`src/rtl/cbu_pkg.sv`:
```
package cbu_pkg;
  localparam int OP_W = 4;

  typedef enum logic [OP_W-1:0] {
    OP_NOP    = 4'd0,
    OP_ADD    = 4'd1,
    OP_CMPGE  = 4'd2,
    OP_CMPGEU = 4'd3,
    OP_TST    = 4'd4,
    OP_BT     = 4'd5,
    OP_BF     = 4'd6,
    OP_BRA    = 4'd7
  } cbu_op_e;

  function automatic logic op_is_branch(input logic [OP_W-1:0] op);
    return (op == OP_BT) || (op == OP_BF) || (op == OP_BRA);
  endfunction
endpackage

```
`src/rtl/cbu_flag_unit.sv`:
```
module cbu_flag_unit
  import cbu_pkg::*;
#(
  parameter int DATA_W = 32
) (
  input  logic              clk,
  input  logic              rst,
  input  logic [OP_W-1:0]   op_i,
  input  logic [DATA_W-1:0] a_i,
  input  logic [DATA_W-1:0] b_i,
  output logic              flag_o
);
  logic flag_q;
  logic flag_d;
  logic wr_en;

  always_comb begin
    wr_en  = 1'b1;
    flag_d = flag_q;
    case (op_i)
      OP_CMPGE:  flag_d = ($signed(a_i) >= $signed(b_i));
      OP_CMPGEU: flag_d = (a_i >= b_i);
      OP_TST:    flag_d = ((a_i & b_i) == '0);
      default:   wr_en  = 1'b0;
    endcase
  end

  always_ff @(posedge clk) begin
    if (rst) flag_q <= 1'b0;
    else if (wr_en) flag_q <= flag_d;
  end

  assign flag_o = flag_q;

  a_r4_flag_hold: assert property (@(posedge clk) disable iff (rst)
    !(op_i inside {OP_CMPGE, OP_CMPGEU, OP_TST}) |=> $stable(flag_q));

  a_r1_signed_ge: assert property (@(posedge clk) disable iff (rst)
    (op_i == OP_CMPGE) |=> (flag_q == $past($signed(a_i) >= $signed(b_i))));

  a_r3_test_zero: assert property (@(posedge clk) disable iff (rst)
    (op_i == OP_TST) |=> (flag_q == ($past(a_i & b_i) == '0)));
endmodule

```
`src/rtl/cbu_target_calc.sv`:
```
module cbu_target_calc #(
  parameter int ADDR_W = 32,
  parameter int DISP_W = 8
) (
  input  logic [ADDR_W-1:0] pc_i,
  input  logic [DISP_W-1:0] disp_i,
  output logic [ADDR_W-1:0] seq_o,
  output logic [ADDR_W-1:0] target_o
);
  localparam int EXT_W = ADDR_W - DISP_W - 1;
  localparam logic [ADDR_W-1:0] INSN_BYTES = ADDR_W'(2);
  localparam logic [ADDR_W-1:0] PIPE_AHEAD = ADDR_W'(4);

  logic [ADDR_W-1:0] offset;

  assign offset   = {{EXT_W{disp_i[DISP_W-1]}}, disp_i, 1'b0};
  assign seq_o    = pc_i + INSN_BYTES;
  assign target_o = pc_i + PIPE_AHEAD + offset;
endmodule

```
`src/rtl/cbu_pc_ctrl.sv`:
```
module cbu_pc_ctrl
  import cbu_pkg::*;
#(
  parameter int ADDR_W = 32
) (
  input  logic              clk,
  input  logic              rst,
  input  logic [ADDR_W-1:0] reset_vec_i,
  input  logic [OP_W-1:0]   op_i,
  input  logic              flag_i,
  input  logic [ADDR_W-1:0] seq_i,
  input  logic [ADDR_W-1:0] target_i,
  output logic [ADDR_W-1:0] pc_o,
  output logic              flush_o,
  output logic              illegal_o
);
  logic [ADDR_W-1:0] pc_q;
  logic [ADDR_W-1:0] slot_tgt_q;
  logic              slot_pend_q;
  logic              flush_q;
  logic              illegal_q;
  logic              cond_taken;

  assign cond_taken = ((op_i == OP_BT) && flag_i) || ((op_i == OP_BF) && !flag_i);

  always_ff @(posedge clk) begin
    if (rst) begin
      pc_q        <= reset_vec_i;
      slot_tgt_q  <= '0;
      slot_pend_q <= 1'b0;
      flush_q     <= 1'b0;
      illegal_q   <= 1'b0;
    end else begin
      flush_q   <= 1'b0;
      illegal_q <= 1'b0;
      if (slot_pend_q) begin
        slot_pend_q <= 1'b0;
        pc_q        <= slot_tgt_q;
        illegal_q   <= op_is_branch(op_i);
      end else if (op_i == OP_BRA) begin
        slot_pend_q <= 1'b1;
        slot_tgt_q  <= target_i;
        pc_q        <= seq_i;
      end else if (cond_taken) begin
        pc_q    <= target_i;
        flush_q <= 1'b1;
      end else begin
        pc_q <= seq_i;
      end
    end
  end

  assign pc_o      = pc_q;
  assign flush_o   = flush_q;
  assign illegal_o = illegal_q;

  a_r7_slot_opens: assert property (@(posedge clk) disable iff (rst)
    ((op_i == OP_BRA) && !slot_pend_q) |=> (slot_pend_q && !flush_q));

  a_r8_illegal_in_slot: assert property (@(posedge clk) disable iff (rst)
    illegal_q |-> ($past(slot_pend_q) && !slot_pend_q));

  a_r5_flush_excl: assert property (@(posedge clk) disable iff (rst)
    flush_q |-> (!illegal_q && !slot_pend_q));

  a_r7_slot_closes: assert property (@(posedge clk) disable iff (rst)
    slot_pend_q |=> (!slot_pend_q && (pc_q == $past(slot_tgt_q))));
endmodule

```
`src/rtl/cond_branch_unit.sv`:
```
module cond_branch_unit
  import cbu_pkg::*;
#(
  parameter int DATA_W = 32,
  parameter int ADDR_W = 32,
  parameter int DISP_W = 8
) (
  input  logic              clk,
  input  logic              rst,
  input  logic [ADDR_W-1:0] reset_vec_i,
  input  logic [OP_W-1:0]   op_class_i,
  input  logic [DATA_W-1:0] opnd_a_i,
  input  logic [DATA_W-1:0] opnd_b_i,
  input  logic [ADDR_W-1:0] op_pc_i,
  input  logic [DISP_W-1:0] disp_i,
  output logic              flag_o,
  output logic [ADDR_W-1:0] next_pc_o,
  output logic              flush_o,
  output logic              illegal_o
);
  logic              flag;
  logic [ADDR_W-1:0] seq_pc;
  logic [ADDR_W-1:0] tgt_pc;

  cbu_flag_unit #(.DATA_W(DATA_W)) u_flag (
    .clk    (clk),
    .rst    (rst),
    .op_i   (op_class_i),
    .a_i    (opnd_a_i),
    .b_i    (opnd_b_i),
    .flag_o (flag)
  );

  cbu_target_calc #(.ADDR_W(ADDR_W), .DISP_W(DISP_W)) u_tgt (
    .pc_i     (op_pc_i),
    .disp_i   (disp_i),
    .seq_o    (seq_pc),
    .target_o (tgt_pc)
  );

  cbu_pc_ctrl #(.ADDR_W(ADDR_W)) u_pc (
    .clk         (clk),
    .rst         (rst),
    .reset_vec_i (reset_vec_i),
    .op_i        (op_class_i),
    .flag_i      (flag),
    .seq_i       (seq_pc),
    .target_i    (tgt_pc),
    .pc_o        (next_pc_o),
    .flush_o     (flush_o),
    .illegal_o   (illegal_o)
  );

  assign flag_o = flag;

  a_r9_reset_pc: assert property (@(posedge clk)
    $past(rst) |-> (next_pc_o == $past(reset_vec_i) && !flag_o && !flush_o && !illegal_o));
endmodule

```
`config.mk`:
```
export PLATFORM = sky130hd
export DESIGN_NAME = cond_branch_unit
export DESIGN_NICKNAME = d
export VERILOG_FILES = /design/src/rtl/cbu_pkg.sv /design/src/rtl/cbu_flag_unit.sv /design/src/rtl/cbu_target_calc.sv /design/src/rtl/cbu_pc_ctrl.sv /design/src/rtl/cond_branch_unit.sv
export SDC_FILE = /design/constraint.sdc
export NUM_CORES = 1
export LEC_CHECK = 0
export ABC_CLOCK_PERIOD_IN_PS = 3480
export CAP_MARGIN = 20
export CORE_MARGIN = 8
export CORE_UTILIZATION = 50
export CTS_CLUSTER_SIZE = 8
export DETAILED_ROUTE_END_ITERATION = 7
export GPL_TIMING_DRIVEN = 0
export PLACE_DENSITY = 0.83
export SLEW_MARGIN = 20
export SYNTH_ARGS = -nofsm -noshare
export SYNTH_HDL_FRONTEND = slang
export SYNTH_SLANG_ARGS = --single-unit
```
`constraint.sdc`:
```
create_clock -name clk -period 3.48 [get_ports clk]
set_input_delay 0.696 -clock clk [delete_from_list [all_inputs] [get_ports clk]]
set_output_delay 0.696 -clock clk [all_outputs]
set_load 0.01 [all_outputs]
```
==> results.json, run 1 <==
{
  "max-vdd-ir-drop_uv": 175,
  "hold_viol_final": 0,
  "comb_power_share_pct": 38.8,
  "antenna_left": 0,
  "fill_cells": 1051,
  "finalPower_w": 0.00294,
  "tritoncts": "yes",
  "cts_buffers": 9,
  "ys_warn_count": 0,
  "synth_fp_nets": 1104,
  "end_kind": "register",
  "slew_headroom_pct": 49.7,
  "clock-skew-final_ns": 0.00668,
  "setup_violations": 0,
  "reg2reg_slack_ns": 1.18,
  "gr-total-overflow": 0,
  "vias": 7044,
  "seqPwrFrac_pct": 28.7,
  "swShare_pct": 32.3,
  "critPathRequiredTime_ns": 3.68,
  "ys_ff_latch": 68,
  "drc": 0,
  "wl_um": 21500,
  "fmax_mhz": 294,
  "worstSkewPairLatency_ns": 0.34,
  "synth.area.top_cells": "ha_1 (24%), dfxtp_1 (21%), nand2_1 (5.9%), a21oi_1 (5.7%), o21ai_0 (3.8%)",
  "pwr-share-clk_pct": 32.5,
  "grt_pass1_wl_um": 33400,
  "cp_max_fo": 9,
  "syn_to_final_growth_pct": 38.5,
  "placedCellCount": 1188,
  "die-area_um2": 17100,
  "pin_count": 177,
  "yosys_most_used_dff": "dfxtp_1",
  "netlist_area_um2": 6590,
  "switchingPower_w": 0.000949,
  "powerDensity_nw_per_um2": 322,
  "reg2regPathDepth": 7,
  "antenna_found_initial": 1,
  "synth_top_area_share_pct": 23.6,
  "synth_seq_area_share_pct": 20.7,
  "cp-endpoint": "u_pc.pc_o[31]$_DFF_P_",
  "crit_type": "input pin to register",
  "slew_viol_final": 0,
  "grt_max_degree": 25,
  "cts_max_level": 3,
  "period_minus_slack_ns": 3.40,
  "hold_ws_ns": 0.452,
  "placementRows": 42,
  "seq_area_um2": 1360,
  "power.leakage_nw": 3.94,
  "via_per_inst": 5.81,
  "status": "finished clean",
  "die_y_um": 131,
  "dr.pass1.iters": 5,
  "dp_hpwl_um": 17100,
  "cap_violations": 0,
  "crit_start": "op_pc_i[8]",
  "synth_async_sr_flop_share_pct": 0,
  "dieWidth_um": 131,
  "clock-sinks": 68,
  "clockRootBuffer": "clkbuf_16",
  "avgSynthCellArea_um2": 7.87,
  "drt_iter0_drc": 733,
  "multiInputGateArea_um2": 5060,
  "finalCritPeriodShare_pct": 97.8,
  "cp_data_arrival_time_ns": 3.60,
  "worstReg2RegStart": "u_flag.flag_o$_SDFFE_PP0P_",
  "yosys.area.top_type": "ha_1",
  "cts_buffer_depth": 2,
  "wire_per_inst_um": 17.8,
  "cp-start-kind": "input pin",
  "clk_pin_slew_ns": 0.05,
  "syn_inst": 837,
  "timing.rr.end": "u_pc.pc_o[28]$_DFF_P_",
  "start_util_pct": 50.5,
  "synth_edf_count": 0,
  "grt.total_usage_pct": 24.7,
  "fin_cells": 1212,
  "drive_above_1_share_pct": 6.57,
  "grt_pass1_vias": 6804,
  "hp-class": "register to register",
  "gp_congestion": 0.886,
  "place.port_buffers": 175,
  "synth_cell_types": 66,
  "hold_buffers": 0,
  "worst_pin_slew_ns": 0.752,
  "core_area_um2": 13000,
  "setup_tns_ns": 0,
  "nNetsFinal": 1298,
  "intPower_w": 0.00199
}
flip-flops by register name, indices dropped and copies added, names as in the netlist:
name and flops:
u_pc.slot_tgt_q 32, u_pc.illegal_o 1, u_pc.flush_o 1, u_flag.flag_o 1, u_pc.pc_o 32, u_pc.slot_pend_q 1
worst max-delay path: stages:
cell and delay, ns:
dlygate4sd2_1 0.29, ha_1 0.31, ha_1 0.29, buf_4 0.17
a21oi_4 0.14, o221ai_1 0.13, a211o_1 0.32, a221oi_4 0.45
o211ai_1 0.19, a221oi_2 0.31, xnor2_1 0.22, o21ai_1 0.10
how the worst min path moves through the flow:
| stage | start | to | slack [ns] | cells after the start |
|---|---|---|---|---|
| after floorplan | u_pc.slot_tgt_q[16]$_SDFFE_PP0P_ | u_pc.slot_tgt_q[16]$_SDFFE_PP0P_ | 0.43 | 2 |
| after global placement | u_pc.slot_tgt_q[16]$_SDFFE_PP0P_ | u_pc.slot_tgt_q[16]$_SDFFE_PP0P_ | 0.44 | 2 |
| after detailed placement | u_pc.slot_tgt_q[12]$_SDFFE_PP0P_ | u_pc.slot_tgt_q[12]$_SDFFE_PP0P_ | 0.45 | 2 |
| after CTS | u_pc.slot_tgt_q[12]$_SDFFE_PP0P_ | u_pc.slot_tgt_q[12]$_SDFFE_PP0P_ | 0.45 | 2 |
| after global routing | u_pc.slot_tgt_q[1]$_SDFFE_PP0P_ | u_pc.slot_tgt_q[1]$_SDFFE_PP0P_ | 0.47 | 2 |
| final | u_pc.slot_tgt_q[12]$_SDFFE_PP0P_ | u_pc.slot_tgt_q[12]$_SDFFE_PP0P_ | 0.45 | 2 |
final cells by class:
| type | instances | area share, % |
|---|---|---|
| Buffer | 33 | 1.43 |
| Clock inverter | 5 | 0.851 |
| Inverter | 59 | 2.43 |
| Multi-Input combinational cell | 676 | 55.5 |
| Antenna cell | 1 | 0.0274 |
| Tap cell | 176 | 2.41 |
| Timing Repair Buffer | 184 | 20.0 |
| Clock buffer | 10 | 2.51 |
| Sequential cell | 68 | 14.9 |
synthesized netlist by cell type (21+ instances only):
library cell,instances
xor2_1,27
inv_1,58
nand2_1,103
nor2_1,45
xnor2_1,27
a21oi_1,75
nand3_1,28
o21ai_0,50
dfxtp_1,68
clkbuf_1,29
ha_1,124
and3_1,21
power groups by stage:
stage	Sequential, W	Clock, W	Combinational, W
final	0.000844	0.000955	0.00114
after global placement	0.000859	0	0.00103
after global routing	0.000849	0.000991	0.00124
after floorplan	0.000879	0	0.000577
after detailed placement	0.000861	0	0.00105
after CTS	0.000845	0.000949	0.00108
layer usage:
| layer | wire length, um | up-vias | GRT usage [%] |
|---|---|---|---|
| li1 | - | 3410 | - |
| met1 | 8740 | 3247 | 30.5 |
| met2 | 10100 | 332 | 40.7 |
| met3 | 2020 | 55 | 5.60 |
| met4 | 703 | 0 | 10.2 |
| met5 | 0 | - | 0 |
timing repair:
item	in CTS	in global routing
setup endpoints to repair	43	26
resized for setup	29	35
cloned	0	0
pin swaps	14	20
hold endpoints to repair	0	0
setup buffers	6	4
metrics by stage:
step                area [um^2]  worst slack, ns  util [%]
floorplan                  6590            0.222         -
CTS                        8950          0.00158      68.7
global placement           8560            -1.18      65.7
detailed placement         8560            -1.20      65.7
global route               9120          -0.0248      70.0
finish                     9120           0.0765      70.0
kinds of logic after synthesis:
group           Yosys count  share of synthesized area [%]
simple gates            266                           19.6
mux                       4                          0.608
flops                    68                           20.7
buf+inv                  93                           5.38
xor+xnor                 54                           7.18
compound gates          227                           22.7
fa+ha+maj               125                           23.9
layout by cell type (no fill, tap or decap), drive strengths merged, types with 4 or more instances in the layout:
| master | n |
|---|---|
| nor2b | 5 |
| ha | 124 |
| nand2 | 103 |
| nor3 | 11 |
| dfxtp | 68 |
| dlygate4sd2 | 6 |
| o21ai | 53 |
| or3 | 4 |
| and4 | 4 |
| nand4 | 20 |
| o21a | 7 |
| o211ai | 8 |
| mux2i | 4 |
| clkbuf | 41 |
| a211oi | 20 |
| dlymetal6s2s | 7 |
| nand3 | 28 |
| clkdlybuf4s50 | 158 |
| nor4 | 10 |
| o21bai | 5 |
| a221oi | 8 |
| xor2 | 27 |
| a221o | 5 |
| nand2b | 6 |
| o221ai | 5 |
| nor2 | 45 |
| inv | 59 |
| a21oi | 76 |
| xnor2 | 27 |
| a31oi | 4 |
| buf | 14 |
| a21o | 9 |
| and3 | 21 |
Note: power is estimated with default switching activity, not from simulation.
==> inputs of run 2 (changes only) <==
ABC_CLOCK_PERIOD_IN_PS = 4090   (was 3480)
CORE_UTILIZATION = 54   (was 50)
PLACE_DENSITY = 0.89   (was 0.83)
clock period = 4.09 ns   (was 3.48 ns; I/O delays follow)
==> results.json, run 2 (synthesis results as in run 1) <==
{
  "status": "finished with violations",
  "violations": "DRC",
  "cts_buffers": 9,
  "intPower_w": 0.00168,
  "cts_max_level": 3,
  "via_per_inst": 6.14,
  "cp_data_arrival_time_ns": 4.14,
  "met1_usage_pct": 31.3,
  "antenna_found_initial": 0,
  "start_util_pct": 55.1,
  "timing.rr.end": "u_pc.pc_o[24]$_DFF_P_",
  "cts_buffer_depth": 2,
  "critPathRequiredTime_ns": 4.28,
  "nNetsFinal": 1290,
  "period_minus_slack_ns": 3.95,
  "dieWidth_um": 126,
  "grt_max_degree": 25,
  "worstReg2RegStart": "u_flag.flag_o$_SDFFE_PP0P_",
  "grt_pass1_wl_um": 35200,
  "utilization_pct": 74.1,
  "die-area_um2": 16000,
  "grt.total_usage_pct": 26.6,
  "fmax_mhz": 253,
  "hold_buffers": 0,
  "swShare_pct": 32.1,
  "die_y_um": 126,
  "hold_ws_ns": 0.456,
  "core_area_um2": 12000,
  "slew_headroom_pct": 50.9,
  "cp_max_fo": 7,
  "grt_pass1_vias": 7152,
  "max-vdd-ir-drop_uv": 205,
  "place.port_buffers": 175,
  "hp-class": "register to register",
  "end_kind": "register",
  "switchingPower_w": 0.000794,
  "clock-skew-final_ns": 0.00430,
  "clockRootBuffer": "clkbuf_16",
  "final_cell_mix": "clkdlybuf4s50_1 (174), ha_1 (124), nand2_1 (103)",
  "slew_viol_final": 0,
  "drt_iter0_drc": 825,
  "powerDensity_nw_per_um2": 279,
  "pwr-share-clk_pct": 33.6,
  "grtUsageMet2_pct": 44.3,
  "power.leakage_nw": 3.82,
  "clk_pin_slew_ns": 0.06,
  "clock-sinks": 68,
  "cap_violations": 0,
  "met3_usage_pct": 7.08,
  "hold_viol_final": 0,
  "num_antenna_cells": 0,
  "tritoncts": "yes",
  "reg2reg_slack_ns": 1.76,
  "dr.pass1.iters": 8,
  "cp-start-kind": "input pin",
  "syn_to_final_growth_pct": 34.6,
  "rsz0062_at_grt": "yes",
  "seqPwrFrac_pct": 29.0,
  "pin_count": 177,
  "reg2regPathDepth": 7,
  "crit_start": "op_pc_i[12]",
  "gr-total-overflow": 0,
  "wire_per_inst_um": 18.4,
  "comb_power_share_pct": 37.3,
  "cp-endpoint": "u_pc.pc_o[29]$_DFF_P_",
  "drive_above_1_share_pct": 3.70,
  "worstSkewPairLatency_ns": 0.33,
  "final_common_cell": "clkdlybuf4s50_1",
  "setup_tns_ns": 0,
  "wl_um": 21600,
  "finalCritPeriodShare_pct": 96.5,
  "placementRows": 40,
  "vias": 7216,
  "dp_hpwl_um": 17200,
  "worst_pin_slew_ns": 0.733,
  "whs_path_depth": 2,
  "gp_congestion": 0.942,
  "setup_violations": 0,
  "antenna_left": 0,
  "top_usage_layer": "met2",
  "drc": 2,
  "crit_type": "input pin to register"
}
## run 2: worst min-delay path by stage
stage / slack [ns] / startpoint / to
4_1_cts: 0.45 / u_pc.slot_tgt_q[8]$_SDFFE_PP0P_ / u_pc.slot_tgt_q[8]$_SDFFE_PP0P_
6_report: 0.46 / u_pc.slot_tgt_q[8]$_SDFFE_PP0P_ / u_pc.slot_tgt_q[8]$_SDFFE_PP0P_
5_1_grt: 0.48 / u_pc.slot_tgt_q[12]$_SDFFE_PP0P_ / u_pc.slot_tgt_q[12]$_SDFFE_PP0P_
3_5_place_dp: 0.45 / u_pc.slot_tgt_q[8]$_SDFFE_PP0P_ / u_pc.slot_tgt_q[8]$_SDFFE_PP0P_
3_3_place_gp: 0.44 / u_pc.slot_tgt_q[9]$_SDFFE_PP0P_ / u_pc.slot_tgt_q[9]$_SDFFE_PP0P_
2_1_floorplan: 0.43 / u_pc.slot_tgt_q[16]$_SDFFE_PP0P_ / u_pc.slot_tgt_q[16]$_SDFFE_PP0P_
## run 2: power groups by stage
| stage | registers [W] | logic [W] | clock network, W |
|---|---|---|---|
| 2_1_floorplan | 0.000748 | 0.000491 | 0 |
| 3_3_place_gp | 0.000731 | 0.000873 | 0 |
| 3_5_place_dp | 0.000732 | 0.000892 | 0 |
| 4_1_cts | 0.000719 | 0.000901 | 0.000826 |
| 5_1_grt | 0.000722 | 0.00101 | 0.000858 |
| 6_report | 0.000719 | 0.000925 | 0.000832 |
## run 2: worst max-delay path, cell delays in order
cell,delay (ns)
clkdlybuf4s50_1,0.50
ha_1,0.34
ha_1,0.28
buf_2,0.17
a21oi_1,0.22
o221ai_1,0.17
a211o_1,0.33
a221oi_4,0.45
o2111ai_1,0.23
a41oi_2,0.34
xor2_1,0.19
o21ai_0,0.09
## run 2: layout make-up
| cell class | count | area [um^2] |
|---|---|---|
| Clock buffer | 12 | 246 |
| Multi-Input combinational cell | 676 | 4900 |
| Clock inverter | 4 | 72.6 |
| Buffer | 34 | 133 |
| Fill cell | 871 | 3100 |
| Timing Repair Buffer | 175 | 1750 |
| Inverter | 59 | 221 |
| Sequential cell | 68 | 1360 |
| Tap cell | 147 | 184 |
## run 2: repair_timing
action                     CTS  global route
setup endpoints to repair   29            10
pin swaps                    0             3
buffers inserted             0             0
gates resized for setup      3             8
## run 2: layer usage
| metal | up-vias | part of all wire [%] |
|---|---|---|
| met5 | - | 0 |
| met4 | 0 | 4.3 |
| met3 | 87 | 11 |
| met2 | 454 | 47 |
| met1 | 3285 | 38 |
| li1 | 3390 | - |
## run 2: per-stage QoR
stage	cells	worst slack (ns)	power (W)	instance area, um^2
after floorplan	837	0.710	0.00124	6590
after global placement	1159	-0.765	0.00160	8520
after detailed placement	1159	-0.858	0.00162	8520
after CTS	1175	0.0918	0.00245	8840
after global routing	1175	-0.0141	0.00259	8860
final	1175	0.143	0.00248	8860
